[src/rtl/vote_pkg.sv]
package vote_pkg;
  localparam int CODE_W = 2;
  typedef logic [CODE_W-1:0] tern_t;

  localparam tern_t TERN_ZERO = 2'b00;
  localparam tern_t TERN_POS  = 2'b01;
  localparam tern_t TERN_NEG  = 2'b11;

  // Only the two exact codes carry a direction; 2'b10 falls through as zero.
  function automatic logic is_pos(tern_t c);
    return c == TERN_POS;
  endfunction

  function automatic logic is_neg(tern_t c);
    return c == TERN_NEG;
  endfunction

  // Sign of (plus - minus), expressed through the two counts.
  function automatic tern_t resolve(int unsigned n_plus, int unsigned n_minus);
    if (n_plus > n_minus)      return TERN_POS;
    else if (n_minus > n_plus) return TERN_NEG;
    else                       return TERN_ZERO;
  endfunction
endpackage

[src/rtl/vote_lane_decode.sv]
module vote_lane_decode
  import vote_pkg::*;
#(
  parameter int NUM_LANES = 4
) (
  input  logic [NUM_LANES*CODE_W-1:0] lanes,
  output logic [NUM_LANES-1:0]        pos_mask,
  output logic [NUM_LANES-1:0]        neg_mask
);
  for (genvar g = 0; g < NUM_LANES; g++) begin : g_lane
    assign pos_mask[g] = is_pos(lanes[g*CODE_W +: CODE_W]);
    assign neg_mask[g] = is_neg(lanes[g*CODE_W +: CODE_W]);
  end
endmodule

[src/rtl/vote_tally.sv]
module vote_tally
  import vote_pkg::*;
#(
  parameter int NUM_LANES = 4,
  localparam int CNT_W = $clog2(NUM_LANES + 1)
) (
  input  logic [NUM_LANES-1:0] pos_mask,
  input  logic [NUM_LANES-1:0] neg_mask,
  output logic [CNT_W-1:0]     n_plus,
  output logic [CNT_W-1:0]     n_minus,
  output tern_t                sign_out
);
  always_comb begin
    n_plus  = '0;
    n_minus = '0;
    for (int k = 0; k < NUM_LANES; k++) begin
      n_plus  = n_plus  + CNT_W'(pos_mask[k]);
      n_minus = n_minus + CNT_W'(neg_mask[k]);
    end
  end

  assign sign_out = resolve(32'(n_plus), 32'(n_minus));
endmodule

[src/rtl/vote_combiner.sv]
module vote_combiner
  import vote_pkg::*;
#(
  parameter int NUM_LANES = 4,
  localparam int CNT_W = $clog2(NUM_LANES + 1)
) (
  input  logic                        clk,
  input  logic                        rst_n,
  input  logic                        in_valid,
  input  logic [NUM_LANES*CODE_W-1:0] in_lanes,
  output logic                        vote_valid,
  output logic [CODE_W-1:0]           vote
);
  logic [NUM_LANES-1:0] pos_mask;
  logic [NUM_LANES-1:0] neg_mask;
  logic [CNT_W-1:0]     n_plus;
  logic [CNT_W-1:0]     n_minus;
  tern_t                next_vote;

  vote_lane_decode #(.NUM_LANES(NUM_LANES)) u_decode (
    .lanes    (in_lanes),
    .pos_mask (pos_mask),
    .neg_mask (neg_mask)
  );

  vote_tally #(.NUM_LANES(NUM_LANES)) u_tally (
    .pos_mask (pos_mask),
    .neg_mask (neg_mask),
    .n_plus   (n_plus),
    .n_minus  (n_minus),
    .sign_out (next_vote)
  );

  always_ff @(posedge clk) begin
    if (!rst_n) begin
      vote       <= TERN_ZERO;
      vote_valid <= 1'b0;
    end else begin
      vote_valid <= in_valid;
      if (in_valid) vote <= next_vote;
    end
  end

  // the flag tracks the strobe one edge later
  a_r8_valid_rise: assert property (@(posedge clk) disable iff (!rst_n)
    in_valid |=> vote_valid);
  a_r8_valid_low: assert property (@(posedge clk) disable iff (!rst_n)
    !in_valid |=> !vote_valid);
  // no strobe, no change
  a_r9_hold: assert property (@(posedge clk) disable iff (!rst_n)
    !in_valid |=> $stable(vote));
  // registered vote agrees with the lane counts
  a_r4_majority_pos: assert property (@(posedge clk) disable iff (!rst_n)
    (in_valid && n_plus > n_minus) |=> vote == TERN_POS);
  a_r5_majority_neg: assert property (@(posedge clk) disable iff (!rst_n)
    (in_valid && n_minus > n_plus) |=> vote == TERN_NEG);
  a_r6_tie_zero: assert property (@(posedge clk) disable iff (!rst_n)
    (in_valid && n_minus == n_plus) |=> vote == TERN_ZERO);
  // output never carries the illegal code
  a_r2_legal_out: assert property (@(posedge clk) disable iff (!rst_n)
    vote != 2'b10);
  // a lane is counted at most once, as plus or as minus
  a_r3_count_bound: assert property (@(posedge clk) disable iff (!rst_n)
    32'(n_plus) + 32'(n_minus) <= NUM_LANES);
endmodule

[config.mk]
export PLATFORM = sky130hd
export DESIGN_NAME = vote_combiner
export DESIGN_NICKNAME = d
export VERILOG_FILES = /design/src/rtl/vote_pkg.sv /design/src/rtl/vote_lane_decode.sv /design/src/rtl/vote_tally.sv /design/src/rtl/vote_combiner.sv
export SDC_FILE = /design/constraint.sdc
export NUM_CORES = 1
export LEC_CHECK = 0
export ABC_AREA = 1
export BUFFER_PORTS_ARGS = -buffer_cell sky130_fd_sc_hd__buf_2
export CORE_AREA = 3 3 40 42
export CTS_BUF_LIST = sky130_fd_sc_hd__clkbuf_2 sky130_fd_sc_hd__clkbuf_4 sky130_fd_sc_hd__clkbuf_8
export DETAILED_ROUTE_END_ITERATION = 6
export DIE_AREA = 0 0 43 45
export GPL_TIMING_DRIVEN = 0
export PLACE_DENSITY_LB_ADDON = 0.08
export SYNTH_ARGS = -nofsm -noshare
export SYNTH_HDL_FRONTEND = slang
export SYNTH_SLANG_ARGS = --single-unit
[constraint.sdc]
create_clock -name clk -period 4.65 [get_ports clk]
set_clock_uncertainty 0.2 [all_clocks]
set_input_delay 0.465 -clock clk [delete_from_list [all_inputs] [get_ports clk]]
set_output_delay 0.465 -clock clk [all_outputs]
set_load 0.01 [all_outputs]
# Yosys cells after proc, flatten, opt, wreduce, memory -nomap -nowiden
# Index checks and enable logic that the tools add are counted.
[word_totals] register_bits=3 in_bits=11 word_cells=20
[op_classes] add_sub_neg=6 n_lt_le_gt_ge=2 eq_ne=8 muxes=2
[ops] operator="adder 3 x 1 -> 3 bit" count=4
[ops] operator="equality test 2 x 1 -> 1 bit, second input constant" count=4
[ops] operator="equality test 2 bit, second input constant" count=4
[ops] operator="> comparator 3 bit" count=2
[ops] operator="adder 1 x 1 -> 2 bit" count=2
[ops] operator="2-to-1 mux 2 bit" count=2

# Longest topological paths before layout
[logic_depth] ltp_word=7 mapped_depth=14

# Cells and area by module
# A second synthesis with hierarchy kept.
[unflattened] hier_cells=63 area_unflattened_um2=392.9
[by_module_without_submodules] module="vote_tally" n_inst=1 cells_each=32 area_each_um2=217.7 seq_area_each_um2=0.0
[by_module_without_submodules] module="vote_combiner" n_inst=1 cells_each=15 area_each_um2=105.1 seq_area_each_um2=60.1
[by_module_without_submodules] module="vote_lane_decode" n_inst=1 cells_each=16 area_each_um2=70.1 seq_area_each_um2=0.0

# Worst setup path after synthesis
# OpenSTA, ideal clock, no wires.
[synth_path] path_kind="input -> register" from="input port in_lanes[0]" to="register vote[0]" setup_time_ns=0.109 arrival_time_ns=2.054 required_ns=4.341 slack_ns=2.287 stages=12 path_cell_list="inv_1 nor2_1 ha_1 inv_1 fa_1 inv_1 ha_1 ha_1 and3_2 nand3_1 nand2_1 inv_1"
[synth_via] elab_chain_len=7 elab_cells_between_ends=12 classes_between="add/sub (6); order compare (2); eq/ne (2); mux (2)"
[synth_lines] item="start, declared" line="vote_combiner.sv:10" rtl="input logic [NUM_LANES*CODE_W-1:0] in_lanes,"
[synth_lines] item="equality test 2 bit or equality test 2 x 1 -> 1 bit (tied branches)" line="vote_pkg.sv:15, vote_pkg.sv:11"
[synth_lines] item="adder 1 x 1 -> 2 bit (on tied branches)" line="vote_tally.sv:18, vote_tally.sv:17"
[synth_lines] item="adder 3 x 1 -> 3 bit (on tied branches) (2 in series)" line="vote_tally.sv:18, vote_tally.sv:17"
[synth_lines] item="> comparator 3 bit" line="vote_pkg.sv:21" rtl="else if (n_minus > n_plus) return TERN_NEG;"
[synth_lines] item="2-to-1 mux 2 bit" line="vote_pkg.sv:21"
[synth_lines] item="2-to-1 mux 2 bit (*)" line="vote_pkg.sv:20" rtl="if (n_plus > n_minus) return TERN_POS;"
[synth_lines] item="end signal, assigned" line="vote_combiner.sv:40" rtl="if (in_valid) vote <= next_vote;"
[synth_lines] item="end, declared" line="vote_combiner.sv:12" rtl="output logic [CODE_W-1:0] vote"
# Mark *: on every way between the ends. The rest lies on a longest branch, timed or not.
# A chain may end at the register's enable or synchronous reset.

# Worst setup path after layout
# Ends and elaborated chain as after synthesis.

==> impl_metrics.py <==
metrics = {
    "global_route": {
        "grt_overflow": 0,
        "antenna_found_initial": 0,
        "grt_pass1_wl_um": 1041,
        "grt_max_degree": 6,
        "grt_pass1_vias": 298,
        "grtUsageTotal": 0.07404,
    },
    "floorplan": {
        "dieHeight_um": 45,
        "ios": 14,
        "start_util": 0.2561,
        "core_area_mm2": 0.001285,
        "die_w_um": 43,
        "num_rows": 13,
        "die_area_mm2": 0.001935,
    },
    "yosys": {
        "synthDistinctLibCells": 11,
        "synth.yosys.seq_area_share": 0.1825,
        "synth_seq_cells": 3,
        "syn_nets": 66,
        "syn_avg_cell_area_um2": 7.154,
        "syn_area_um2": 329.1,
        "syn_inst": 46,
        "yosysTopAreaCell": "ha_1",
        "yosysWarningCount": 0,
        "synthTopCellsByArea": "ha_1 27%, dfxtp_1 18%, inv_1 18%, fa_1 12%, nand2_1 10%",
        "yosys.area.top_type_share": 0.2662,
    },
    "timing": {
        "post-route-period-util": 0.5029,
        "worstMarginPinSlew_ps": 129.2,
        "finalHoldViolCount": 0,
        "slew_headroom": 0.9130,
        "max_freq_mhz": 427.6,
        "whs_ps": 247.3,
        "rsz0062_at_grt": "no",
        "setup_tns_ps": 0,
        "drv_slew": 0,
        "min_period_ps": 2338,
        "setup_violations": 0,
    },
    "routing": {
        "routed_wl_um": 571,
        "vias": 309,
        "drt_first_pass_iters": 4,
        "viasPerCell": 3.962,
        "drt_iter0_drc": 7,
        "wl_per_cell_um": 7.321,
        "ant_nets": 0,
        "drc": 0,
    },
    "power_and_ir_drop": {
        "vdd_drop_max_uv": 90.00,
        "cellPowerDensity_mw_per_mm2": 263.7,
        "p_leak_nw": 0.2978,
    },
    "cts": {
        "numCtsBuffers": 3,
        "ctsResizeCount": 0,
        "clk_latency_ps": 230,
        "cts.htree.levels": 1,
        "cts_hold_buf": 0,
        "clkSlewWorstSetupHoldPaths_ps": 40,
        "root_buffer": "clkbuf_4",
        "ctsLongestPathBuffers": 2,
        "cts_tree": "done",
        "post_cts_buffers": 0,
        "cts.sinks": 3,
    },
    "cells_and_area": {
        "drive_gt1_frac": 0.2857,
        "nFillCells": 143,
        "area_delta_synth_final_pct": 34.60,
        "multiInputGateArea_um2": 209.0,
        "register_area_um2": 60.06,
        "antenna_cells": 0,
        "final_common_cell": "inv_1",
        "final_cell_mix": "16 x inv_1, 13 x buf_2, 9 x nand2_1, 7 x ha_1, 4 x clkbuf_4",
        "layout.nets": 84,
    },
    "job": {
        "drv_cap": 0,
    },
    "worst_hold_path": {
        "hp-class": "in -> reg",
        "holdPathStages": 3,
    },
    "critical_path": {
        "r2r_cells": 3,
        "end_kind": "flop",
        "path_class": "in -> reg",
        "startpoint_type": "primary input",
        "cp_max_fo": 2,
        "arrival_ps": 2260,
        "crit_required_ps": 4570,
    },
    "placement": {
        "io_buffers": 13,
        "gp_congestion": 0.7222,
        "dp_hpwl_um": 505.7,
    },
    "status": {
        "status": "complete, no violations",
    },
}
==> worst paths after layout <==
path | endpoint | slack, ps | from
worst max-delay path | vote[0] | 2310 | in_lanes[0]
worst min-delay path | vote_valid | 250 | rst_n
worst max register to register | vote[0] | 3780 | vote[0]
worst min register to register | vote[1] | 320 | vote[1]
==> where the power goes <==
part	internal (W)	leakage (nW)	switching (W)	total, W
Clock	0.0000380	0.0184	0.0000133	0.0000513
Combinational	0.0000176	0.254	0.0000184	0.0000360
Sequential	0.0000285	0.0250	0.00000103	0.0000295
==> worst max-delay path: stages <==
cell     delay [ps]
buf_2           100
inv_1            40
nor2_1           30
ha_1            270
inv_1            50
fa_1            380
inv_1            60
ha_1            220
ha_1            300
and3_2          170
nand3_1          70
nand2_1          60
inv_1            30
==> registers in the layout, summed over array words and instances, names as in the netlist <==
name / flops
vote_valid: 1
vote: 2
==> synthesized netlist by cell type <==
library cell,n
fa_1,2
ha_1,7
nor2_1,2
o21a_1,1
dfxtp_1,3
a21oi_1,2
inv_1,16
nand3_1,2
nand2_1,9
and3_2,1
o21ai_0,1
==> stage by stage <==
stage / std cells / setup slack (ps) / total power, W / cell area (um2) / util
6_report: 78 / 2312 / 0.0001168 / 442.9 / 0.3447
3_3_place_gp: 74 / 2062 / 0.00006686 / 412.9 / 0.3213
4_1_cts: 78 / 2300 / 0.0001187 / 442.9 / 0.3447
3_5_place_dp: 74 / 2063 / 0.00006689 / 412.9 / 0.3213
2_1_floorplan: 46 / 2287 / 0.00005403 / 329.1 / -
5_1_grt: 78 / 2173 / 0.0001303 / 442.9 / 0.3447
==> final cells by class <==
cell class | count | share of cell area
clock buffers | 4 | 0.06780
inverters | 16 | 0.1356
multi-input cells | 27 | 0.4718
well taps | 15 | 0.04237
repair buffers | 13 | 0.1469
flip-flops and latches | 3 | 0.1356
==> metal layers <==
layer	vias up	part of all wire	GRT usage
met5	-	0	0
met4	0	0	0.01807
met3	0	0.077	0.04781
met2	11	0.43	0.1228
met1	129	0.49	0.07933
li1	169	-	-
==> cells by family (layout without fill, tap and decap cells) <==
group,count (synthesis),count (layout),share of synthesized area
buf+inv,16,33,0.1825
simple gates,14,14,0.1787
fa+ha+maj,9,9,0.3878
compound gates,4,4,0.06844
flops,3,3,0.1825
(Power assumes the default switching activity.)
